===== src/rtl/tlb_pkg.sv =====
package tlb_pkg;
  // The replacement tree is built for four ways per set.
  localparam int WAYS  = 4;
  localparam int WAY_W = 2;

  // Strobes from control to datapath for one cycle.
  typedef struct packed {
    logic             lookValid;
    logic             lookHit;
    logic             lookFault;
    logic             lookDirty;
    logic [WAY_W-1:0] hitWay;
    logic             doFill;
    logic [WAY_W-1:0] fillWay;
    logic             doFlush;
  } tlbStrobes_t;
endpackage


===== src/rtl/tlb_datapath.sv =====
module tlb_datapath
  import tlb_pkg::*;
#(
  parameter int VA_W      = 32,
  parameter int PA_W      = 32,
  parameter int PAGE_BITS = 12,
  parameter int SETS      = 8
) (
  input  logic                      clk,
  input  logic                      rstN,
  input  logic [VA_W-1:0]           lookupVaddr,
  input  logic [VA_W-PAGE_BITS-1:0] fillVpn,
  input  logic [PA_W-PAGE_BITS-1:0] fillPfn,
  input  logic                      fillWritable,
  input  logic                      fillUser,
  input  logic                      fillPresent,
  input  logic                      fillDirty,
  input  tlbStrobes_t               st,
  output logic [WAYS-1:0]           hitVec,
  output logic [WAYS-1:0]           fillMatch,
  output logic [WAYS-1:0]           fillSetValid,
  output logic                      selWritable,
  output logic                      selUser,
  output logic                      selPresent,
  output logic                      selDirty,
  output logic                      respValid,
  output logic                      respHit,
  output logic                      respFault,
  output logic                      respDirtyUpdate,
  output logic [PA_W-1:0]           respPaddr
);
  localparam int VPN_W = VA_W - PAGE_BITS;
  localparam int PFN_W = PA_W - PAGE_BITS;
  localparam int IDX_W = $clog2(SETS);
  localparam int TAG_W = VPN_W - IDX_W;

  typedef struct packed {
    logic [TAG_W-1:0] tag;
    logic [PFN_W-1:0] pfn;
    logic             writable;
    logic             user;
    logic             present;
    logic             dirty;
  } entry_t;

  entry_t                       mem [SETS][WAYS];
  logic [SETS-1:0][WAYS-1:0]    validQ;

  logic [VPN_W-1:0] lookVpn;
  logic [IDX_W-1:0] lookIdx, fillIdx;
  logic [TAG_W-1:0] lookTag, fillTag;
  entry_t           selEntry;

  assign lookVpn = lookupVaddr[VA_W-1:PAGE_BITS];
  assign lookIdx = lookVpn[IDX_W-1:0];
  assign lookTag = lookVpn[VPN_W-1:IDX_W];
  assign fillIdx = fillVpn[IDX_W-1:0];
  assign fillTag = fillVpn[VPN_W-1:IDX_W];

  assign fillSetValid = validQ[fillIdx];

  // Tag comparators, one pair per way
  for (genvar g = 0; g < WAYS; g++) begin : gWay
    assign hitVec[g]    = validQ[lookIdx][g] && (mem[lookIdx][g].tag == lookTag);
    assign fillMatch[g] = validQ[fillIdx][g] && (mem[fillIdx][g].tag == fillTag);
  end

  // One-hot select of the hitting entry
  always_comb begin
    selEntry = '0;
    for (int w = 0; w < WAYS; w++) begin
      if (hitVec[w]) selEntry = selEntry | mem[lookIdx][w];
    end
  end

  assign selWritable = selEntry.writable;
  assign selUser     = selEntry.user;
  assign selPresent  = selEntry.present;
  assign selDirty    = selEntry.dirty;

  // Entry payload; a fill to the same slot overrides the dirty mark
  always_ff @(posedge clk) begin
    if (st.lookDirty) mem[lookIdx][st.hitWay].dirty <= 1'b1;
    if (st.doFill) begin
      mem[fillIdx][st.fillWay] <= '{tag: fillTag, pfn: fillPfn, writable: fillWritable,
                                    user: fillUser, present: fillPresent, dirty: fillDirty};
    end
  end

  always_ff @(posedge clk) begin
    if (!rstN) begin
      validQ <= '0;
    end else if (st.doFlush) begin
      validQ <= '0;
    end else if (st.doFill) begin
      validQ[fillIdx][st.fillWay] <= 1'b1;
    end
  end

  // Registered response
  always_ff @(posedge clk) begin
    if (!rstN) begin
      respValid       <= 1'b0;
      respHit         <= 1'b0;
      respFault       <= 1'b0;
      respDirtyUpdate <= 1'b0;
      respPaddr       <= '0;
    end else begin
      respValid       <= st.lookValid;
      respHit         <= st.lookHit;
      respFault       <= st.lookFault;
      respDirtyUpdate <= st.lookDirty;
      respPaddr       <= st.lookHit ? {selEntry.pfn, lookupVaddr[PAGE_BITS-1:0]} : '0;
    end
  end


  hit_onehot_chk: assert property (@(posedge clk) disable iff (!rstN) $onehot0(hitVec));

  flush_clear_chk: assert property (@(posedge clk) disable iff (!rstN) st.doFlush |=> (validQ == '0));

  hit_valid_chk: assert property (@(posedge clk) disable iff (!rstN) respHit |-> respValid);

  fault_hit_chk: assert property (@(posedge clk) disable iff (!rstN) respFault |-> respHit);

  dirty_clean_chk: assert property (@(posedge clk) disable iff (!rstN)
    respDirtyUpdate |-> (respHit && !respFault));
endmodule


===== src/rtl/tlb_control.sv =====
module tlb_control
  import tlb_pkg::*;
#(
  parameter int SETS = 8,
  localparam int IDX_W = $clog2(SETS)
) (
  input  logic             clk,
  input  logic             rstN,
  input  logic             lookupValid,
  input  logic             lookupWrite,
  input  logic             lookupUser,
  input  logic             flush,
  input  logic             fillValid,
  input  logic [IDX_W-1:0] lookIdx,
  input  logic [IDX_W-1:0] fillIdx,
  input  logic [WAYS-1:0]  hitVec,
  input  logic [WAYS-1:0]  fillMatch,
  input  logic [WAYS-1:0]  fillSetValid,
  input  logic             selWritable,
  input  logic             selUser,
  input  logic             selPresent,
  input  logic             selDirty,
  output tlbStrobes_t      st
);
  logic [SETS-1:0][2:0] plruQ;

  function automatic logic [WAY_W-1:0] encodeWay(input logic [WAYS-1:0] v);
    logic [WAY_W-1:0] r;
    r = '0;
    for (int w = 0; w < WAYS; w++) if (v[w]) r = r | WAY_W'(w);
    return r;
  endfunction

  function automatic logic [WAY_W-1:0] firstFree(input logic [WAYS-1:0] v);
    logic [WAY_W-1:0] r;
    r = '0;
    for (int w = WAYS - 1; w >= 0; w--) if (!v[w]) r = WAY_W'(w);
    return r;
  endfunction

  function automatic logic [WAY_W-1:0] treeVictim(input logic [2:0] b);
    return b[0] ? {1'b1, b[2]} : {1'b0, b[1]};
  endfunction

  function automatic logic [2:0] treeTouch(input logic [2:0] b, input logic [WAY_W-1:0] w);
    logic [2:0] r;
    r = b;
    r[0] = ~w[1];
    if (w[1]) r[2] = ~w[0];
    else      r[1] = ~w[0];
    return r;
  endfunction

  logic hitNow, faultNow;

  assign hitNow   = lookupValid && !flush && (|hitVec);
  assign faultNow = hitNow && (!selPresent || (lookupUser && !selUser) ||
                               (lookupUser && lookupWrite && !selWritable));

  always_comb begin
    st           = '0;
    st.lookValid = lookupValid;
    st.lookHit   = hitNow;
    st.lookFault = faultNow;
    st.lookDirty = hitNow && !faultNow && lookupWrite && !selDirty;
    st.hitWay    = encodeWay(hitVec);
    st.doFlush   = flush;
    st.doFill    = fillValid && !flush;
    if (|fillMatch)          st.fillWay = encodeWay(fillMatch);
    else if (!(&fillSetValid)) st.fillWay = firstFree(fillSetValid);
    else                     st.fillWay = treeVictim(plruQ[fillIdx]);
  end

  always_ff @(posedge clk) begin
    if (!rstN || flush) begin
      plruQ <= '0;
    end else begin
      if (st.lookHit) plruQ[lookIdx] <= treeTouch(plruQ[lookIdx], st.hitWay);
      if (st.doFill)  plruQ[fillIdx] <= treeTouch(plruQ[fillIdx], st.fillWay);
    end
  end


  invalid_first_chk: assert property (@(posedge clk) disable iff (!rstN)
    (st.doFill && !(|fillMatch) && !(&fillSetValid)) |-> !fillSetValid[st.fillWay]);

  refill_same_chk: assert property (@(posedge clk) disable iff (!rstN)
    (st.doFill && (|fillMatch)) |-> fillMatch[st.fillWay]);
endmodule


===== src/rtl/tlb_top.sv =====
module tlb_top
  import tlb_pkg::*;
#(
  parameter int VA_W      = 32,
  parameter int PA_W      = 32,
  parameter int PAGE_BITS = 12,
  parameter int SETS      = 8
) (
  input  logic                      clk,
  input  logic                      rstN,
  input  logic                      lookupValid,
  input  logic [VA_W-1:0]           lookupVaddr,
  input  logic                      lookupWrite,
  input  logic                      lookupUser,
  input  logic                      flush,
  input  logic                      fillValid,
  input  logic [VA_W-PAGE_BITS-1:0] fillVpn,
  input  logic [PA_W-PAGE_BITS-1:0] fillPfn,
  input  logic                      fillWritable,
  input  logic                      fillUser,
  input  logic                      fillPresent,
  input  logic                      fillDirty,
  output logic                      respValid,
  output logic                      respHit,
  output logic [PA_W-1:0]           respPaddr,
  output logic                      respFault,
  output logic                      respDirtyUpdate
);
  localparam int IDX_W = $clog2(SETS);

  tlbStrobes_t     st;
  logic [WAYS-1:0] hitVec, fillMatch, fillSetValid;
  logic            selWritable, selUser, selPresent, selDirty;

  tlb_control #(.SETS(SETS)) uCtrl (
    .clk(clk), .rstN(rstN), .lookupValid(lookupValid), .lookupWrite(lookupWrite),
    .lookupUser(lookupUser), .flush(flush), .fillValid(fillValid),
    .lookIdx(lookupVaddr[PAGE_BITS +: IDX_W]), .fillIdx(fillVpn[IDX_W-1:0]),
    .hitVec(hitVec), .fillMatch(fillMatch), .fillSetValid(fillSetValid),
    .selWritable(selWritable), .selUser(selUser), .selPresent(selPresent),
    .selDirty(selDirty), .st(st)
  );

  tlb_datapath #(.VA_W(VA_W), .PA_W(PA_W), .PAGE_BITS(PAGE_BITS), .SETS(SETS)) uData (
    .clk(clk), .rstN(rstN), .lookupVaddr(lookupVaddr), .fillVpn(fillVpn), .fillPfn(fillPfn),
    .fillWritable(fillWritable), .fillUser(fillUser), .fillPresent(fillPresent),
    .fillDirty(fillDirty), .st(st), .hitVec(hitVec), .fillMatch(fillMatch),
    .fillSetValid(fillSetValid), .selWritable(selWritable), .selUser(selUser),
    .selPresent(selPresent), .selDirty(selDirty), .respValid(respValid), .respHit(respHit),
    .respFault(respFault), .respDirtyUpdate(respDirtyUpdate), .respPaddr(respPaddr)
  );
endmodule


===== config.mk =====
export PLATFORM = sky130hd
export DESIGN_NAME = tlb_top
export DESIGN_NICKNAME = d
export VERILOG_FILES = /design/src/rtl/tlb_pkg.sv /design/src/rtl/tlb_datapath.sv /design/src/rtl/tlb_control.sv /design/src/rtl/tlb_top.sv
export SDC_FILE = /design/constraint.sdc
export NUM_CORES = 2
export LEC_CHECK = 0
export ABC_AREA = 1
export BUFFER_PORTS_ARGS = -buffer_cell sky130_fd_sc_hd__clkbuf_2
export CAP_MARGIN = 20
export CELL_PAD_IN_SITES_DETAIL_PLACEMENT = 1
export CELL_PAD_IN_SITES_GLOBAL_PLACEMENT = 1
export CORE_MARGIN = 1
export CORE_UTILIZATION = 38
export DETAILED_ROUTE_END_ITERATION = 8
export GPL_TIMING_DRIVEN = 0
export PLACE_DENSITY_LB_ADDON = 0.1
export SLEW_MARGIN = 5
export SYNTH_ARGS = -nofsm -noshare
export SYNTH_HDL_FRONTEND = slang
export SYNTH_HIERARCHICAL = 1
export SYNTH_SLANG_ARGS = --single-unit

===== constraint.sdc =====
create_clock -name clk -period 10.95 [get_ports clk]
set_clock_uncertainty 0.2 [all_clocks]
set_input_delay 3.285 -clock clk [delete_from_list [all_inputs] [get_ports clk]]
set_output_delay 3.285 -clock clk [all_outputs]
set_load 0.005 [all_outputs]

==> impl_metrics.json <==
{
  "synth_area_um2": 61040,
  "nets": 6270,
  "status": "completed",
  "pwr-share-comb_pct": 7.8,
  "grt_pass1_vias": 48551,
  "cts.sinks": 1404,
  "cp.arrival_ps": 11050,
  "rsz0062_at_grt": "false",
  "cts_resized": 0,
  "critPathMaxStageDelay_ps": 900,
  "async_reset_ff_share_pct": 0,
  "cp-start-kind": "primary input",
  "drt_first_pass_iters": 5,
  "critPathKind": "in2reg",
  "cts_tree": "built",
  "seq_area_frac_synth_pct": 67.03,
  "crit_start": "fillVpn[2]",
  "finalNonFillerCells": 8394,
  "hold_viol_final": 0,
  "grt_usage_pct": 35.85,
  "path_clk_slew_ps": 60,
  "r2r_slack_ps": 4870,
  "worstPathMaxFanout": 15,
  "crit_path_end": "uData/mem[3][62]",
  "die_area_um2": 162200,
  "peakVddDrop_mv": 0.1751,
  "core_um2": 158900,
  "overflow": 0,
  "finalCritPeriodShare_pct": 98.03,
  "slew_headroom_pct": 18.09,
  "p_switching_mw": 3.078,
  "wire_per_inst_um": 35.08,
  "grt_pass1_wl_mm": 398.8,
  "hold_class": "reg2reg",
  "chipHeight_um": 402.8,
  "syn_avg_cell_area_um2": 10.52,
  "r2r_cells": 22,
  "routed_wl_mm": 294.5,
  "clockBufferDepth": 3,
  "post-dp-hpwl_mm": 205.7,
  "period_minus_slack_ps": 10730,
  "yosys_register_bits": 1404,
  "vias_per_cell": 5.943,
  "p_seq_share_pct": 48.3,
  "die_width_um": 402.8,
  "p_int_mw": 9.099,
  "final_common_cell": "nand2_1",
  "synthToLayoutAreaGrowth_pct": 17.91,
  "finalSetupViolCount": 0,
  "wl_met1_mm": 113.4,
  "io_buffers": 117,
  "wl_met2_mm": 134.2,
  "h-tree-depth": 4,
  "drc": 0,
  "ys_types": 50,
  "drive_gt1_share_pct": 11.50,
  "synth_fp_nets": 5888,
  "syn_inst": 5805,
  "cts-root-buf": "clkbuf_16",
  "yosysWarningCount": 6,
  "design_area_um2": 71980,
  "cts_buffers": 157,
  "dp.cells": 8100,
  "highest_layer": "met5",
  "tightest_slew_ps": 1229,
  "critPathSlowestCell": "nand3_1",
  "final_cell_mix": "nand2_1, edfxtp_1, inv_1, nor2_1, nand3_1",
  "r2r-end": "uData/mem[7][123]",
  "clkPwrFrac_pct": 43.9,
  "pwr_density_cell_nw_per_um2": 169.2,
  "synth_edf_count": 1280,
  "initial_core_util_pct": 38.41,
  "fmax_mhz": 93.16,
  "hold_slack_ps": 282.7,
  "clock_latency_ps": 840,
  "slew_violations": 0,
  "swShare_pct": 25.27,
  "grt_max_degree": 37,
  "crit_required_ps": 11260,
  "ys.flop_type": "edfxtp_1",
  "drt-initial-drc-count": 5875,
  "num_rows": 146,
  "end_kind": "flip-flop",
  "gp_congestion": 1.007,
  "io_pins": 119,
  "ant_nets": 0,
  "power.leakage_nw": 27.45,
  "post_cts_buffers": 0,
  "route.met3.wl_mm": 25.01,
  "route.vias.total": 49886,
  "antenna_found_initial": 14,
  "drv_cap": 0,
  "dpl_cell_area_um2": 66760,
  "reg2reg_from": "uData/mem[0][118]",
  "hold_buffers": 0
}
## logic make-up (layout without fill, tap and decap cells)
family	after synthesis	in the layout	share of synthesized area, %
simple gates	2569	2569	17.24
buf+inv	886	1394	5.870
flops	1404	1404	67.03
other cells	0	9	0
xor+xnor	21	21	0.3013
compound gates	925	925	9.560
## how the worst min path moves through the flow
stage | startpoint | cells past startpoint | endpoint | slack [ps]
after floorplan | uData/validQ[11] | 2 | uData/validQ[11] | 250
after global placement | uData/validQ[9] | 2 | uData/validQ[9] | 260
after detailed placement | uData/validQ[9] | 2 | uData/validQ[9] | 270
after CTS | uData/validQ[11] | 2 | uData/validQ[11] | 280
after global routing | uData/validQ[12] | 2 | uData/validQ[12] | 300
final | uData/validQ[11] | 2 | uData/validQ[11] | 280
## registers in the layout (all words and copies together) (netlist names)
name / flops
uData/mem: 1312
uData/respPaddr: 32
uData/validQ: 32
uCtrl/plruQ: 24
uData/respDirtyUpdate: 1
uData/respFault: 1
uData/respHit: 1
uData/respValid: 1
## Yosys cell counts, types with 62 or more instances
master,count,area share (%)
a221oi_1,62,0.89
inv_1,590,3.6
a22oi_1,103,1.3
nor2_1,397,2.4
o211ai_1,65,0.80
a21oi_1,137,1.1
clkbuf_1,118,0.73
nand3_1,302,2.5
nand2_1,1694,10
o22ai_1,158,1.6
nand4_1,79,0.81
o21ai_0,290,2.4
dfxtp_1,124,4.1
buf_2,126,1.0
edfxtp_1,1280,63
## critical path, delay by kind of cell
kind,cells,cell delay (ps)
buffers and inverters,9,3240
AOI/OAI and AO/OA,4,700
and+or+nand+nor,12,3680
## metrics by stage
step / total power, mW / TNS (ps) / worst slack (ps) / utilization (%)
detailed placement: 6.906 / -4108 / -125.7 / 42.00
floorplan: 6.378 / 0 / 2634 / -
CTS: 12.20 / 0 / 690.4 / 45.28
global route: 12.44 / 0 / 410.5 / 45.28
global placement: 6.874 / -4987300 / -4779 / 40.41
finish: 12.18 / 0 / 215.9 / 45.29
## routing by layer
| layer | vias to the layer above | global-route usage, % |
|---|---|---|
| met2 | 2615 | 56.49 |
| met3 | 775 | 6.951 |
| met4 | 10 | 22.89 |
| li1 | 20843 | - |
| met1 | 25643 | 45.27 |
| met5 | - | 0 |
## layout make-up
type	count	area (um2)
fill	17242	86950
buffer	275	1300
tap	2072	2592
clock inverter	78	890.9
timing repair buffer	223	2843
sequential	1404	40920
clock buffer	207	4309
inverter	611	2311
antenna	9	22.52
multi-input combinational	3515	16790
## power groups by stage
stage	registers (mW)	clock network (mW)	logic [mW]
5_1_grt	5.88	5.59	0.971
6_report	5.88	5.35	0.950
2_1_floorplan	5.99	0	0.389
3_5_place_dp	5.99	0	0.915
4_1_cts	5.88	5.40	0.918
3_3_place_gp	5.99	0	0.882
No activity file was read; power rests on OpenSTA's default activity.
